--- src/rtl/seg_reloc_pkg.sv ---
package seg_reloc_pkg;
  localparam int NSEG     = 2;
  localparam int SEG_PROG = 0;
  localparam int SEG_DATA = 1;
  typedef enum logic {
    ACC_FETCH = 1'b0,
    ACC_DATA  = 1'b1
  } acc_kind_e;
endpackage

--- src/rtl/seg_rst_sync.sv ---
module seg_rst_sync #(
  parameter int STAGES = 2
) (
  input  logic clk,
  input  logic rst_n,
  output logic rst_sync_n
);
  logic [STAGES-1:0] sync_q;
  logic [STAGES-1:0] sync_d;

  always_comb sync_d = {sync_q[STAGES-2:0], 1'b1};

  always_ff @(posedge clk or negedge rst_n) begin
    if (!rst_n) sync_q <= '0;
    else        sync_q <= sync_d;
  end

  assign rst_sync_n = sync_q[STAGES-1];
endmodule

--- src/rtl/seg_regfile.sv ---
module seg_regfile #(
  parameter int AW   = 32,
  parameter int NSEG = 2,
  localparam int SW  = (NSEG > 1) ? $clog2(NSEG) : 1
) (
  input  logic          clk,
  input  logic          rst_n,
  input  logic          sup_i,
  input  logic          we_i,
  input  logic [SW-1:0] seg_i,
  input  logic          lim_i,
  input  logic [AW-1:0] wdata_i,
  input  logic [SW-1:0] acc_seg_i,
  output logic [AW-1:0] acc_base_o,
  output logic [AW-1:0] acc_lim_o,
  output logic [AW-1:0] rdata_o,
  output logic          priv_fault_o
);
  logic [NSEG-1:0][AW-1:0] base_all;
  logic [NSEG-1:0][AW-1:0] lim_all;
  logic                    wr_ok;
  logic                    priv_d;
  logic                    priv_q;

  assign wr_ok = we_i && sup_i;

  for (genvar g = 0; g < NSEG; g++) begin : g_seg
    logic          base_en;
    logic          lim_en;
    logic [AW-1:0] base_q;
    logic [AW-1:0] lim_q;

    always_comb begin
      base_en = wr_ok && (seg_i == SW'(g)) && !lim_i;
      lim_en  = wr_ok && (seg_i == SW'(g)) &&  lim_i;
    end

    always_ff @(posedge clk or negedge rst_n) begin
      if (!rst_n)       base_q <= '0;
      else if (base_en) base_q <= wdata_i;
    end

    always_ff @(posedge clk or negedge rst_n) begin
      if (!rst_n)      lim_q <= '0;
      else if (lim_en) lim_q <= wdata_i;
    end

    assign base_all[g] = base_q;
    assign lim_all[g]  = lim_q;
  end

  always_comb begin
    acc_base_o = base_all[acc_seg_i];
    acc_lim_o  = lim_all[acc_seg_i];
    rdata_o    = '0;
    if (sup_i) rdata_o = lim_i ? lim_all[seg_i] : base_all[seg_i];
  end

  always_comb priv_d = we_i && !sup_i;

  always_ff @(posedge clk or negedge rst_n) begin
    if (!rst_n) priv_q <= 1'b0;
    else        priv_q <= priv_d;
  end

  assign priv_fault_o = priv_q;


  user_write_ignored_chk: assert property (@(posedge clk) disable iff (!rst_n)
    (we_i && !sup_i) |=> ($stable(base_all) && $stable(lim_all)));


  priv_pulse_chk: assert property (@(posedge clk) disable iff (!rst_n)
    (we_i && !sup_i) |=> priv_fault_o);


  priv_quiet_chk: assert property (@(posedge clk) disable iff (!rst_n)
    !(we_i && !sup_i) |=> !priv_fault_o);


  user_read_zero_chk: assert property (@(posedge clk) disable iff (!rst_n)
    !sup_i |-> (rdata_o == '0));
endmodule

--- src/rtl/seg_xlate.sv ---
module seg_xlate #(
  parameter int AW = 32
) (
  input  logic          clk,
  input  logic          rst_n,
  input  logic          acc_valid_i,
  input  logic [AW-1:0] ea_i,
  input  logic [AW-1:0] base_i,
  input  logic [AW-1:0] lim_i,
  output logic          pa_valid_o,
  output logic [AW-1:0] pa_o,
  output logic          fault_o
);
  logic          in_range;
  logic [AW-1:0] sum;
  logic          valid_d, valid_q;
  logic          fault_d, fault_q;
  logic [AW-1:0] pa_d, pa_q;

  always_comb begin
    in_range = ea_i < lim_i;
    sum      = base_i + ea_i;
    valid_d  = acc_valid_i &&  in_range;
    fault_d  = acc_valid_i && !in_range;
    pa_d     = valid_d ? sum : '0;
  end

  always_ff @(posedge clk or negedge rst_n) begin
    if (!rst_n) begin
      valid_q <= 1'b0;
      fault_q <= 1'b0;
      pa_q    <= '0;
    end else begin
      valid_q <= valid_d;
      fault_q <= fault_d;
      pa_q    <= pa_d;
    end
  end

  assign pa_valid_o = valid_q;
  assign fault_o    = fault_q;
  assign pa_o       = pa_q;


  excl_result_chk: assert property (@(posedge clk) disable iff (!rst_n)
    !(pa_valid_o && fault_o));


  idle_quiet_chk: assert property (@(posedge clk) disable iff (!rst_n)
    !acc_valid_i |=> (!pa_valid_o && !fault_o && pa_o == '0));


  one_result_chk: assert property (@(posedge clk) disable iff (!rst_n)
    acc_valid_i |=> (pa_valid_o || fault_o));


  fault_no_addr_chk: assert property (@(posedge clk) disable iff (!rst_n)
    fault_o |-> (pa_o == '0));
endmodule

--- src/rtl/seg_reloc_unit.sv ---
module seg_reloc_unit
  import seg_reloc_pkg::*;
#(
  parameter int AW = 32
) (
  input  logic          clk,
  input  logic          rst_n,
  input  logic          acc_valid_i,
  input  logic          acc_kind_i,
  input  logic [AW-1:0] acc_addr_i,
  input  logic          sup_mode_i,
  input  logic          cfg_we_i,
  input  logic          cfg_seg_i,
  input  logic          cfg_lim_i,
  input  logic [AW-1:0] cfg_wdata_i,
  output logic [AW-1:0] cfg_rdata_o,
  output logic          pa_valid_o,
  output logic [AW-1:0] pa_o,
  output logic          lim_fault_o,
  output logic          priv_fault_o
);
  logic          rst_core_n;
  logic          acc_seg;
  logic [AW-1:0] sel_base;
  logic [AW-1:0] sel_lim;

  seg_rst_sync #(.STAGES(2)) u_rst (
    .clk        (clk),
    .rst_n      (rst_n),
    .rst_sync_n (rst_core_n)
  );

  always_comb acc_seg = (acc_kind_e'(acc_kind_i) == ACC_DATA) ? 1'(SEG_DATA) : 1'(SEG_PROG);

  seg_regfile #(.AW(AW), .NSEG(NSEG)) u_regs (
    .clk          (clk),
    .rst_n        (rst_core_n),
    .sup_i        (sup_mode_i),
    .we_i         (cfg_we_i),
    .seg_i        (cfg_seg_i),
    .lim_i        (cfg_lim_i),
    .wdata_i      (cfg_wdata_i),
    .acc_seg_i    (acc_seg),
    .acc_base_o   (sel_base),
    .acc_lim_o    (sel_lim),
    .rdata_o      (cfg_rdata_o),
    .priv_fault_o (priv_fault_o)
  );

  seg_xlate #(.AW(AW)) u_xlate (
    .clk         (clk),
    .rst_n       (rst_core_n),
    .acc_valid_i (acc_valid_i),
    .ea_i        (acc_addr_i),
    .base_i      (sel_base),
    .lim_i       (sel_lim),
    .pa_valid_o  (pa_valid_o),
    .pa_o        (pa_o),
    .fault_o     (lim_fault_o)
  );
endmodule

--- config.mk ---
export PLATFORM = sky130hd
export DESIGN_NAME = seg_reloc_unit
export DESIGN_NICKNAME = d
export VERILOG_FILES = /design/src/rtl/seg_reloc_pkg.sv /design/src/rtl/seg_rst_sync.sv /design/src/rtl/seg_regfile.sv /design/src/rtl/seg_xlate.sv /design/src/rtl/seg_reloc_unit.sv
export SDC_FILE = /design/constraint.sdc
export NUM_CORES = 1
export LEC_CHECK = 0
export BUFFER_PORTS_ARGS = -buffer_cell sky130_fd_sc_hd__buf_2
export CORE_ASPECT_RATIO = 1.75
export CORE_MARGIN = 4
export CORE_UTILIZATION = 55
export CTS_BUF_LIST = sky130_fd_sc_hd__clkbuf_8 sky130_fd_sc_hd__clkbuf_16
export DETAILED_ROUTE_END_ITERATION = 8
export HOLD_SLACK_MARGIN = 0.1
export PLACE_DENSITY = 0.86
export SYNTH_ARGS = -nofsm -noshare
export SYNTH_HDL_FRONTEND = slang
export SYNTH_SLANG_ARGS = --single-unit
--- constraint.sdc ---
create_clock -name clk -period 13.4 [get_ports clk]
set_input_delay 2.68 -clock clk [delete_from_list [all_inputs] [get_ports clk]]
set_output_delay 2.68 -clock clk [all_outputs]
set_load 0.05 [all_outputs]
# After elaboration in Yosys (flattened, before gate mapping)
# Index checks and enable logic that the tools add are counted.
# totals
output_inout_bits,67
ff_bits,165
# op_classes
add_sub_neg,1
n_reduce_logical,13
n_bitwise,1
magnitude_cmp,3
muxes,12
# op_table
cell,count
$mux 32,11
$add 32x32->32,1
$lt 32x32->1,1
$logic_and 1x1->1,10
$lt 1x2->1 const B,2
$logic_not 1->1,3
$mux 1,1
$not 1->1,1

# Logic depth before layout (Yosys ltp)
# Gate-level depths: netlist of run 1.
# logic_depth
word_depth,6
depth_mapped,13
depth_no_buf,12

# By module
# Synthesis of run 1 repeated with hierarchy kept, for this count alone.
# unflattened
cells_unflattened,859
area_unflattened_um2,9929.5
# by_module_without_submodules
mod,seq_area_each_um2,instances,area_per_inst_um2,cells_each
seg_regfile,3228.1,1,6476.2,458
seg_xlate,850.8,1,3399.5,398
seg_rst_sync,50.0,1,53.8,3

# Worst setup path after synthesis of run 1
# OpenSTA, ideal clock, no wires.
# synth_path
path_kind,input -> output
from,input port cfg_seg_i
to,output port cfg_rdata_o[10]
path_slack_ns,6.573
cell_stages,4
n_path_buf,2
required_ns,10.720
arrival_ns,4.147
path_cell_list,clkbuf_1 > buf_2 > mux4_2 > and2_1
# synth_via
elab_chain_len,4
word_cells_on_any_way,6
cone_classes,6 x mux
# synth_lines
element,line_no,source
start: declaration,seg_reloc_unit.sv:13,"input logic cfg_seg_i,"
$mux 32 (not written as such) (2 in series),seg_regfile.sv:56,if (sup_i) rdata_o = lim_i ? lim_all[seg_i] : base_all[seg_i];
$mux 32 * (2 in series),seg_regfile.sv:56,
end: declaration,seg_reloc_unit.sv:16,"output logic [AW-1:0] cfg_rdata_o,"
# Every way passes the cells marked *; elsewhere a longest branch is shown, timed or not. The select of a mux whose other input is x is not followed.

# Worst setup path in the final report of run 1
# layout_path
from,input port cfg_seg_i
to,output port cfg_rdata_o[23]
# Same word-level chain as after synthesis.

==> key figures, run 1 <==
Status
  – Status: complete, no violations

Power
  – Comb pwr share: 41.9%
  – Sw frac: 41.13%
  – Switching power: 0.0008436 W
  – Peak VDD IR: 0.1190 mV
  – Clock power frac: 23.2%
  – Sequential Power Share: 34.8%
  – Internal: 0.001208 W
  – Leak: 5.330 nW
  – PwrDens: 181.7 nW/um2

Placed design
  – RD Place Congestion: 0.9400
  – Place WS: 6.339 ns
  – IO Port Bufs: 138
  – Post-DP HPWL: 18,740 um

Detailed routing
  – Met2 wire length: 13,760 um
  – Starting DRC count in detailed routing: 279
  – Met1 wire length: 8990 um
  – Max layer used: met5
  – Vias: 7,195
  – Post-route ant nets: 0
  – DRT Wirelength: 25,880 um
  – Initial DRT Pass Iterations: 5
  – Met3 WL post-DR: 1429 um
  – Vias/cell: 6.103
  – WL/cell: 21.95 um
  – Post-route DRC violation count: 0

GRT
  – Vias in the first global route: 7,702
  – Gr usage total: 26.88%
  – Overflow after GRT: 0
  – First-pass GRT wire length: 40,680 um
  – Largest net degree at the start of global routing: 79
  – Antenna violations before repair: 2

Yosys
  – Adder-cell share of the synthesized area: 8.101%
  – Cell variety after synth: 55
  – Synth top area share: 42.03%
  – Mapped Nets: 944
  – Most frequent cells after synthesis: dfrtp_1 (165), mux2_2 (158), ha_1 (62), nor2_1 (47), a21oi_1 (37)
  – EDFF count, synth: 0
  – Synth Instances: 809
  – Post-Synth XOR/XNOR Area: 2.318%
  – Combinational family with the most area after synthesis: multiplexers
  – Most used DFF post-synth: dfrtp_1
  – Avg Synthesized Cell Area: 12.14 um2
  – Proportion of synthesized area in mux cells: 29.02%
  – Synthesized cell area: 9823 um2
  – Largest area contributor in the netlist: dfrtp_1
  – Syn. warnings: 0
  – Synth top area cells: dfrtp_1 (42%), mux2_2 (18%), ha_1 (7.9%), mux4_2 (7.3%), mux2i_1 (3.6%)
  – Top-count cell post-synth: dfrtp_1
  – Sequential area share after synthesis: 42.03%
  – Synthesis-stage register bit count: 165
  – Ys async rst share: 100.0%
  – Synth Area in Compound Gates: 8.266%
  – Post-Synth Simple-Gate Area: 8.075%

STA
  – RSZ-0062 raised after global routing: false
  – Tmin final: 7.068 ns
  – Worst-margin pin slew: 1.110 ns
  – Final setup margin: 6.332 ns
  – Max Clk Rate: 0.1415 GHz
  – Final Max Tran Viols: 0
  – Relative slew slack: 25.99%
  – Setup TNS after final layout: 0 ns
  – Final setup fails: 0
  – Post-route clock period utilization: 52.75%
  – Final Hold Fails: 0
  – Worst Clk Skew: 0.01492 ns

Setup path
  – RR Endpoint: u_xlate.pa_o[26]
  – Flop2flop setup slack: 10.08 ns
  – Startpoint Class: input port
  – Crit Path Class: input port to output port
  – WP data required: 10.72 ns
  – CP Data Arrival Time: 4.39 ns
  – Critical Path End Type: output port
  – Worst r2r path cells: 12
  – Worst r2r src: u_regs.g_seg[1].base_q[0]
  – Worst-path fanout max: 36

Floorplanning
  – Die width: 109.0 um
  – Initial core utilization: 56.01%
  – Top-level port count: 139
  – Row cnt: 64
  – Die area: 20,150 um2
  – Die Y: 184.8 um
  – Core area: 17,540 um2

Clocking
  – Number of H-tree levels: 4
  – Clock latency on the worst-skew pair: 0.42 ns
  – Setup Buffers After CTS: 0
  – CTS tree: done
  – Clock Tree Buf Depth: 2
  – Post_cts resized: 0
  – CTS Hold Bufs: 0
  – CTS Buf Count: 17
  – Clock-pin slew on the worst setup and hold paths: 0.07 ns
  – Root Buffer: clkbuf_16
  – CTS Sinks: 165

Final layout
  – Register area: 4133 um2
  – Area delta synth->final: 14.94%
  – Layout cell share with drive strength beyond 1: 40.19%
  – Number of fill cells: 1,341
  – Multi-input gate area: 5492 um2
  – ANT cells: 0
  – Nets: 1,070

Run
  – Max_cap viols: 0

Worst hold path
  – HP Class: register to asynchronous set/reset pin
==> how the worst max path moves through the flow <==
| stage | startpoint | end |
|---|---|---|
| after floorplan | cfg_seg_i | cfg_rdata_o[10] |
| after global placement | cfg_seg_i | cfg_rdata_o[30] |
| after detailed placement | cfg_seg_i | cfg_rdata_o[13] |
| after CTS | cfg_seg_i | cfg_rdata_o[23] |
| after global routing | cfg_seg_i | cfg_rdata_o[23] |
| final | cfg_seg_i | cfg_rdata_o[23] |
==> power groups by stage <==
stage | combinational [W] | sequential [W] | clock [W]
2_1_floorplan | 0.000502 | 0.000851 | 0
3_3_place_gp | 0.000832 | 0.000715 | 0
3_5_place_dp | 0.000852 | 0.000721 | 0
4_1_cts | 0.000860 | 0.000712 | 0.000485
5_1_grt | 0.000926 | 0.000726 | 0.000509
6_report | 0.000860 | 0.000714 | 0.000477
==> cell usage in the layout, fill, tap and decap left out, types with 3 or more instances in the layout <==
| cell type | instances |
|---|---|
| ha_1 | 62 |
| o21ai_0 | 19 |
| inv_6 | 6 |
| buf_4 | 10 |
| mux4_2 | 32 |
| nor3_1 | 4 |
| inv_8 | 5 |
| and3_1 | 4 |
| and2_1 | 35 |
| buf_2 | 138 |
| nand2_1 | 23 |
| clkbuf_16 | 17 |
| clkinvlp_4 | 3 |
| a211oi_1 | 5 |
| a21o_1 | 25 |
| nor2b_1 | 4 |
| inv_1 | 11 |
| nand2b_1 | 5 |
| nand4_1 | 9 |
| a21oi_1 | 37 |
| dfrtp_1 | 164 |
| a31oi_1 | 4 |
| xor2_1 | 10 |
| xnor2_1 | 16 |
| o211ai_1 | 3 |
| o21bai_1 | 7 |
| mux2i_1 | 35 |
| mux2_2 | 158 |
| nor2_1 | 47 |
| nand3_1 | 10 |
==> layer usage <==
| metal | vias up | GRT usage [%] |
|---|---|---|
| met3 | 110 | 5.232 |
| met1 | 3546 | 29.12 |
| met2 | 297 | 46.97 |
| met5 | - | 0 |
| met4 | 4 | 17.49 |
| li1 | 3238 | - |
==> cell families (layout without fill, tap and decap cells) <==
logic type	Yosys count	in the layout
and+or+nand+nor	154	154
other	1	1
AOI/OAI and AO/OA	123	123
xor gates and xnor gates	26	26
muxes	225	225
DFF	165	165
adders and majority gates	63	63
buffers and inverters	52	191
==> metrics by stage <==
| stage | power, W | hold slack (ns) | instances | utilization (%) | area, um2 |
|---|---|---|---|---|---|
| 6_report | 0.002051 | 0.1689 | 1179 | 64.38 | 11290 |
| 2_1_floorplan | 0.001354 | 0.3312 | 809 | - | 9823 |
| 3_3_place_gp | 0.001547 | 0.1699 | 1147 | 61.13 | 10720 |
| 5_1_grt | 0.002161 | 0.1885 | 1179 | 64.38 | 11290 |
| 4_1_cts | 0.002058 | 0.1791 | 1179 | 64.38 | 11290 |
| 3_5_place_dp | 0.001573 | 0.1716 | 1147 | 61.13 | 10720 |
==> layout make-up <==
type | count | share of cell area [%]
repair buffers | 148 | 6.782
clock buffers | 18 | 3.890
clock inverters | 14 | 1.164
well taps | 231 | 2.560
inverters | 11 | 0.3657
flip-flops and latches | 165 | 36.60
multi-input cells | 592 | 48.64
==> state kept, by name, indices dropped and copies added, names as in the netlist <==
signal	cells
u_regs.g_seg.base_q	64
u_regs.g_seg.lim_q	64
u_regs.priv_fault_o	1
u_rst.sync_q	2
u_xlate.fault_o	1
u_xlate.pa_o	32
u_xlate.pa_valid_o	1
==> critical path, cell delays in order <==
cell and delay, ns:
buf_2 0.07, buf_4 0.61, mux4_2 0.63, and2_1 0.17, buf_2 0.20
Note: power is estimated with default switching activity, not from simulation.
==> run 2, diff against run 1 <==
Settings changed: ABC_AREA from default to 1.
Clock period 13.4 ns to 6.8 ns, I/O delays scaled along.
==> key figures, run 2 <==
STA
  – Worst Clk Skew: 0.009982 ns (was 0.01492 ns)
  – Final setup fails: 0 (unchanged)
  – Worst-margin pin slew: 1.205 ns (was 1.110 ns)
  – Post-route clock period utilization: 65.59%
  – Relative slew slack: 19.40% (was 25.99%)
  – Final Max Tran Viols: 0 (unchanged)
  – Tmin final: 4.460 ns
  – RSZ-0062 raised after global routing: false (unchanged)
  – Final Hold Fails: 0 (unchanged)
  – Setup TNS after final layout: 0 ns (unchanged)
  – Max Clk Rate: 0.2242 GHz

Yosys
  – Avg Synthesized Cell Area: 7.483 um2 (was 12.14 um2)
  – Cell variety after synth: 36 (was 55)
  – Synth top area cells: dfrtp_1 (41%), nand2_1 (13%), o21ai_0 (12%), ha_1 (7.7%), a21oi_1 (6.0%) (was dfrtp_1 (42%), mux2_2 (18%), ha_1 (7.9%), mux4_2 (7.3%), mux2i_1 (3.6%))
  – Most frequent cells after synthesis: nand2_1 (349), o21ai_0 (246), dfrtp_1 (165), inv_1 (142), a21oi_1 (121) (was dfrtp_1 (165), mux2_2 (158), ha_1 (62), nor2_1 (47), a21oi_1 (37))
  – Ys async rst share: 100.0% (unchanged)
  – Top-count cell post-synth: nand2_1 (was dfrtp_1)
  – Synthesis-stage register bit count: 165 (unchanged)
  – Mapped Nets: 1,486 (was 944)
  – EDFF count, synth: 0 (unchanged)
  – Most used DFF post-synth: dfrtp_1 (unchanged)
  – Synth top area share: 40.84% (was 42.03%)
  – Synthesized cell area: 10,110 um2 (was 9823 um2)
  – Synth Instances: 1,351 (was 809)
  – Sequential area share after synthesis: 40.84% (was 42.03%)
  – Syn. warnings: 0 (unchanged)
  – Largest area contributor in the netlist: dfrtp_1 (unchanged)

Floorplanning
  – Die Y: 187.4 um (was 184.8 um)
  – Die area: 20,700 um2 (was 20,150 um2)
  – Die width: 110.5 um (was 109.0 um)
  – Top-level port count: 139 (unchanged)
  – Initial core utilization: 55.99% (was 56.01%)
  – Row cnt: 65 (was 64)
  – Core area: 18,050 um2 (was 17,540 um2)

Clocking
  – Clock Tree Buf Depth: 2 (unchanged)
  – Clock-pin slew on the worst setup and hold paths: 0.07 ns (about the same)
  – Setup Buffers After CTS: 0 (unchanged)
  – Clock latency on the worst-skew pair: 0.45 ns (was 0.42 ns)
  – CTS Sinks: 165 (unchanged)
  – Root Buffer: clkbuf_16 (unchanged)
  – CTS Hold Bufs: 0 (unchanged)
  – CTS Buf Count: 17 (unchanged)
  – Post_cts resized: 0 (unchanged)
  – Number of H-tree levels: 4 (unchanged)
  – CTS tree: done (unchanged)

Status
  – Status: complete, no violations (unchanged)

Power
  – Sequential Power Share: 37.1% (was 34.8%)
  – Leak: 5.818 nW (was 5.330 nW)
  – Sw frac: 40.08% (was 41.13%)
  – Internal: 0.002054 W (was 0.001208 W)
  – Clock power frac: 28.2% (was 23.2%)
  – Total power draw: 0.003428 W (was 0.002051 W)
  – Peak VDD IR: 0.2542 mV (was 0.1190 mV)
  – PwrDens: 299.3 nW/um2 (was 181.7 nW/um2)
  – Comb pwr share: 34.8% (was 41.9%)
  – Switching power: 0.001374 W (was 0.0008436 W)

GRT
  – Overflow after GRT: 0 (unchanged)
  – First-pass GRT wire length: 45,200 um (was 40,680 um)
  – Gr usage total: 26.76% (was 26.88%)
  – Antenna violations before repair: 0 (was 2)
  – Largest net degree at the start of global routing: 82 (was 79)
  – Vias in the first global route: 9,444 (was 7,702)

Detailed routing
  – Met1 wire length: 10,660 um (was 8990 um)
  – Initial DRT Pass Iterations: 5 (unchanged)
  – Post-route ant nets: 0 (unchanged)
  – Max layer used: met4 (was met5)
  – Starting DRC count in detailed routing: 648 (was 279)
  – Post-route DRC violation count: 0 (unchanged)
  – Vias/cell: 5.678 (was 6.103)
  – Met3 WL post-DR: 1822 um (was 1429 um)
  – Met2 wire length: 14,070 um (was 13,760 um)
  – Vias: 9,625 (was 7,195)
  – DRT Wirelength: 27,590 um (was 25,880 um)
  – WL/cell: 16.28 um (was 21.95 um)

Setup path
  – Critical Path End Type: output port (unchanged)
  – CP delay by family, top: buffers and inverters (unchanged)
  – Worst r2r path cells: 11 (was 12)
  – Slowest stage delay, CP: 0.52 ns (was 0.63 ns)
  – Worst-path fanout max: 39 (was 36)
  – CP Data Arrival Time: 3.10 ns (was 4.39 ns)
  – Worst setup path start: cfg_lim_i (was cfg_seg_i)
  – WP data required: 5.44 ns (was 10.72 ns)
  – Flop2flop setup slack: 4.03 ns (was 10.08 ns)
  – Crit path max-delay cell type: buf_4 (was mux4_2)
  – Worst path cell trace: buf_2 -> buf_4 -> o211ai_1 -> a21oi_1 -> buf_2 (was buf_2 -> buf_4 -> mux4_2 -> and2_1 -> buf_2)
  – Worst r2r src: u_regs.g_seg[1].lim_q[31] (was u_regs.g_seg[1].base_q[0])
  – RR Endpoint: u_xlate.pa_valid_o (was u_xlate.pa_o[26])
  – Crit-path most repeated cell: buf_2 (unchanged)
  – Worst Path Buf+Inv: 3 (unchanged)
  – Crit Path Class: input port to output port (unchanged)
  – Startpoint Class: input port (unchanged)

Placed design
  – RD Place Congestion: 0.9773 (was 0.9400)
  – IO Port Bufs: 138 (unchanged)
  – Placed insts: 1,663 (was 1,147)
  – Post-DP HPWL: 20,080 um (was 18,740 um)

Final layout
  – Number of fill cells: 1,628 (was 1,341)
  – Layout cell share with drive strength beyond 1: 14.92% (was 40.19%)
  – Most common cell after layout, fill and taps aside: nand2_1 (was dfrtp_1)
  – Most frequent cells in the layout: nand2_1 (347), o21ai_0 (246), dfrtp_1 (164) (was dfrtp_1 (164), mux2_2 (158), buf_2 (138))
  – Final Instance Count excl. Fillers: 1,695 (was 1,179)
  – Nets: 1,583 (was 1,070)
  – ANT cells: 0 (unchanged)
  – Area delta synth->final: 13.28% (was 14.94%)

Worst hold path
  – HP Class: register to asynchronous set/reset pin (unchanged)

Run
  – Max_cap viols: 0 (unchanged)
run 2: layout make-up:
type / instances / area [um2] / area share, %
flip-flops and latches: 165 / 4133 / 36.09
clock inverters: 15 / 162.7 / 1.420
repair buffers: 143 / 730.7 / 6.380
well taps: 234 / 292.8 / 2.557
inverters: 144 / 540.5 / 4.720
multi-input cells: 977 / 5167 / 45.12
clock buffers: 17 / 425.4 / 3.715
run 2: how the worst max path moves through the flow:
stage | endpoint | cells after the start | slack, ns
finish | cfg_rdata_o[22] | 5 | 2.34
global route | cfg_rdata_o[22] | 5 | 2.26
CTS | cfg_rdata_o[22] | 5 | 2.41
detailed placement | u_xlate.pa_o[30] | 14 | 2.37
global placement | cfg_rdata_o[22] | 5 | 2.42
floorplan | u_regs.g_seg[0].base_q[0] | 0 | 1.86
run 2: cells by family (layout without fill, tap and decap cells):
kind of cell	after synthesis	after routing	share of synthesized area [%]
and+or+nand+nor	471	471	19.25
AOI/OAI and AO/OA	420	420	22.01
buffers and inverters	209	319	8.094
DFF	165	165	40.84
adders and majority gates	63	63	7.871
xor gates and xnor gates	22	22	1.906
other	1	1	0.03709
run 2: power by group through the flow:
stage,Sequential (W),Combinational [W],Clock (W)
after floorplan,0.00141,0.000750,0
after global placement,0.00128,0.00116,0
after detailed placement,0.00128,0.00118,0
after CTS,0.00127,0.00119,0.000976
after global routing,0.00129,0.00132,0.00102
final,0.00127,0.00119,0.000965
run 2: routing by layer:
metal  vias to the layer above  global-route usage (%)
met3                        77                   4.726
met5                         -                       0
li1                       4642                       -
met1                      4496                   31.71
met4                         0                   13.04
met2                       410                   46.59
run 2: metrics by stage:
stage / hold slack, ns / area [um2] / worst slack, ns / utilization (%)
6_report: 0.2697 / 11450 / 2.340 / 63.43
3_3_place_gp: 0.2770 / 10860 / 2.423 / 60.17
3_5_place_dp: 0.2823 / 10860 / 2.368 / 60.17
4_1_cts: 0.2891 / 11450 / 2.406 / 63.43
2_1_floorplan: 0.3312 / 10110 / 1.862 / -
5_1_grt: 0.3177 / 11450 / 2.258 / 63.43
==> run 3, diff against run 2 <==
Settings changed: ABC_AREA 1 to 0.
Clock period 6.8 ns to 4.4 ns, I/O delays scaled along.
==> key figures, run 3 (same netlist as run 1, synthesis figures left out) <==
Setup path
  – Startpoint Class: input port (unchanged)
  – Critical Path End Type: register (was output port)
  – Crit Path Class: input port to register (was input port to output port)
  – Worst-path fanout max: 25 (was 39)
  – WP data required: 4.75 ns (was 5.44 ns)
  – CP Data Arrival Time: 3.94 ns (was 3.10 ns)

GRT
  – Largest net degree at the start of global routing: 112 (was 82)
  – GRT Max-Usage Layer: met2 (unchanged)
  – Antenna violations before repair: 2 (was 0)
  – Grt met2 use: 46.55% (was 46.59%)
  – GRT met1 Usage: 29.93% (was 31.71%)
  – Gr usage total: 25.77% (was 26.76%)
  – First-pass GRT wire length: 39,190 um (was 45,200 um)
  – Overflow after GRT: 0 (unchanged)
  – Vias in the first global route: 7,432 (was 9,444)
  – Met3 Track Usage GR: 3.488% (was 4.726%)

Power
  – Total power draw: 0.006253 W (was 0.003428 W)
  – PwrDens: 549.5 nW/um2 (was 299.3 nW/um2)
  – Peak VDD IR: 0.3649 mV (was 0.2542 mV)
  – Leak: 5.383 nW (was 5.818 nW)

Detailed routing
  – Initial DRT Pass Iterations: 4 (was 5)
  – Vias/cell: 5.993 (was 5.678)
  – WL/cell: 21.19 um (was 16.28 um)
  – Starting DRC count in detailed routing: 259 (was 648)
  – Vias: 7,102 (was 9,625)
  – Post-route DRC violation count: 0 (unchanged)
  – Post-route ant nets: 0 (unchanged)
  – DRT Wirelength: 25,110 um (was 27,590 um)

Placed design
  – Post-DP HPWL: 18,500 um (was 20,080 um)
  – RD Place Congestion: 0.9538 (was 0.9773)
  – Place WS: 0.3579 ns (was 2.368 ns)
  – IO Port Bufs: 138 (unchanged)

STA
  – Final Max Tran Viols: 0 (unchanged)
  – Final setup margin: 0.8086 ns (was 2.340 ns)
  – Post-route clock period utilization: 81.62%
  – Final Hold Fails: 0 (unchanged)
  – Worst Clk Skew: 0.009290 ns (was 0.009982 ns)
  – Setup TNS after final layout: 0 ns (unchanged)
  – Final setup fails: 0 (unchanged)
  – RSZ-0062 raised after global routing: false (unchanged)
  – Tmin final: 3.591 ns
  – Max Clk Rate: 0.2784 GHz
  – Worst-margin pin slew: 1.017 ns (was 1.205 ns)
  – Relative slew slack: 32.18% (was 19.40%)
  – Hold_ws: 0.2273 ns (was 0.2697 ns)

Clocking
  – CTS Buf Count: 17 (unchanged)
  – Clock Tree Buf Depth: 2 (unchanged)
  – Clock-pin slew on the worst setup and hold paths: 0.07 ns (about the same)
  – Post_cts resized: 0 (unchanged)
  – Clock latency on the worst-skew pair: 0.43 ns (was 0.45 ns)
  – Root Buffer: clkbuf_16 (unchanged)
  – CTS Sinks: 165 (unchanged)
  – CTS tree: done (unchanged)
  – Setup Buffers After CTS: 0 (unchanged)
  – Number of H-tree levels: 4 (unchanged)
  – CTS Hold Bufs: 0 (unchanged)

Floorplanning
  – Core area: 17,540 um2 (was 18,050 um2)
  – Initial core utilization: 56.01% (was 55.99%)
  – Row cnt: 64 (was 65)
  – Die area: 20,150 um2 (was 20,700 um2)
  – Top-level port count: 139 (unchanged)
  – Die width: 109.0 um (was 110.5 um)
  – Die Y: 184.8 um (was 187.4 um)

Worst hold path
  – HP Class: input port to asynchronous set/reset pin (was register to asynchronous set/reset pin)

Final layout
  – Most common cell after layout, fill and taps aside: dfrtp_1 (was nand2_1)
  – Post-Route Utilization: 64.89% (was 63.43%)
  – Layout cell share with drive strength beyond 1: 40.46% (was 14.92%)
  – ANT cells: 0 (unchanged)
  – Most frequent cells in the layout: dfrtp_1 (164), mux2_2 (158), buf_2 (138) (was nand2_1 (347), o21ai_0 (246), dfrtp_1 (164))
  – Area delta synth->final: 15.85% (was 13.28%)
  – Nets: 1,076 (was 1,583)

Status
  – Status: complete, no violations (unchanged)

Run
  – Max_cap viols: 0 (unchanged)
[run 3: cell type report]
class	instances	area [um2]
clock buffer	18	439.2
clock inverter	14	137.6
fill	1341	6157
inverter	11	41.29
multi-input combinational	592	5492
sequential	165	4133
tap	231	289.0
timing repair buffer	154	848.3
[run 3: metal layers]
layer,share of wire [%],vias to the layer above,wire length (um)
met5,0.080,-,20
met4,3.5,4,886
met3,4.5,49,1129
met2,54,216,13610
met1,38,3559,9466
li1,-,3274,-
[run 3: power breakdown]
part / internal, W / switching (W) / leakage, nW
Sequential: 0.00191 / 0.000253 / 2.02
Clock: 0.000809 / 0.000644 / 0.285
Combinational: 0.00101 / 0.00162 / 3.08
Total: 0.00373 / 0.00252 / 5.38
[run 3: worst paths after layout]
check                                                from                   endpoint  slack, ns  cells after the start
worst min register to register            u_rst.sync_q[0]            u_rst.sync_q[1]       0.35                      0
min in group clk                          u_rst.sync_q[0]            u_rst.sync_q[1]       0.35                      0
worst max-delay path                           acc_kind_i           u_xlate.pa_o[21]       0.81                     13
worst max register to register  u_regs.g_seg[0].base_q[0]           u_xlate.pa_o[28]       1.23                     12
max in group asynchronous                 u_rst.sync_q[1]  u_regs.g_seg[0].lim_q[26]       3.03                      1
worst min-delay path                                rst_n            u_rst.sync_q[1]       0.23                      1
[run 3: worst max-delay path: stages]
cell and delay, ns:
buf_2 0.14, buf_4 0.37, buf_4 0.36, mux2i_1 0.23, ha_1 0.27, a21o_1 0.17
a21o_1 0.17, a21oi_1 0.29, nand2b_1 0.12, o32a_1 0.20, a21boi_2 0.26, buf_4 0.27
nor3b_2 0.19
[run 3: metrics by stage]
stage	area [um2]	instances
after detailed placement	10800	1153
after global placement	10800	1153
final	11380	1185
after floorplan	9824	809
after CTS	11380	1185
after global routing	11380	1185
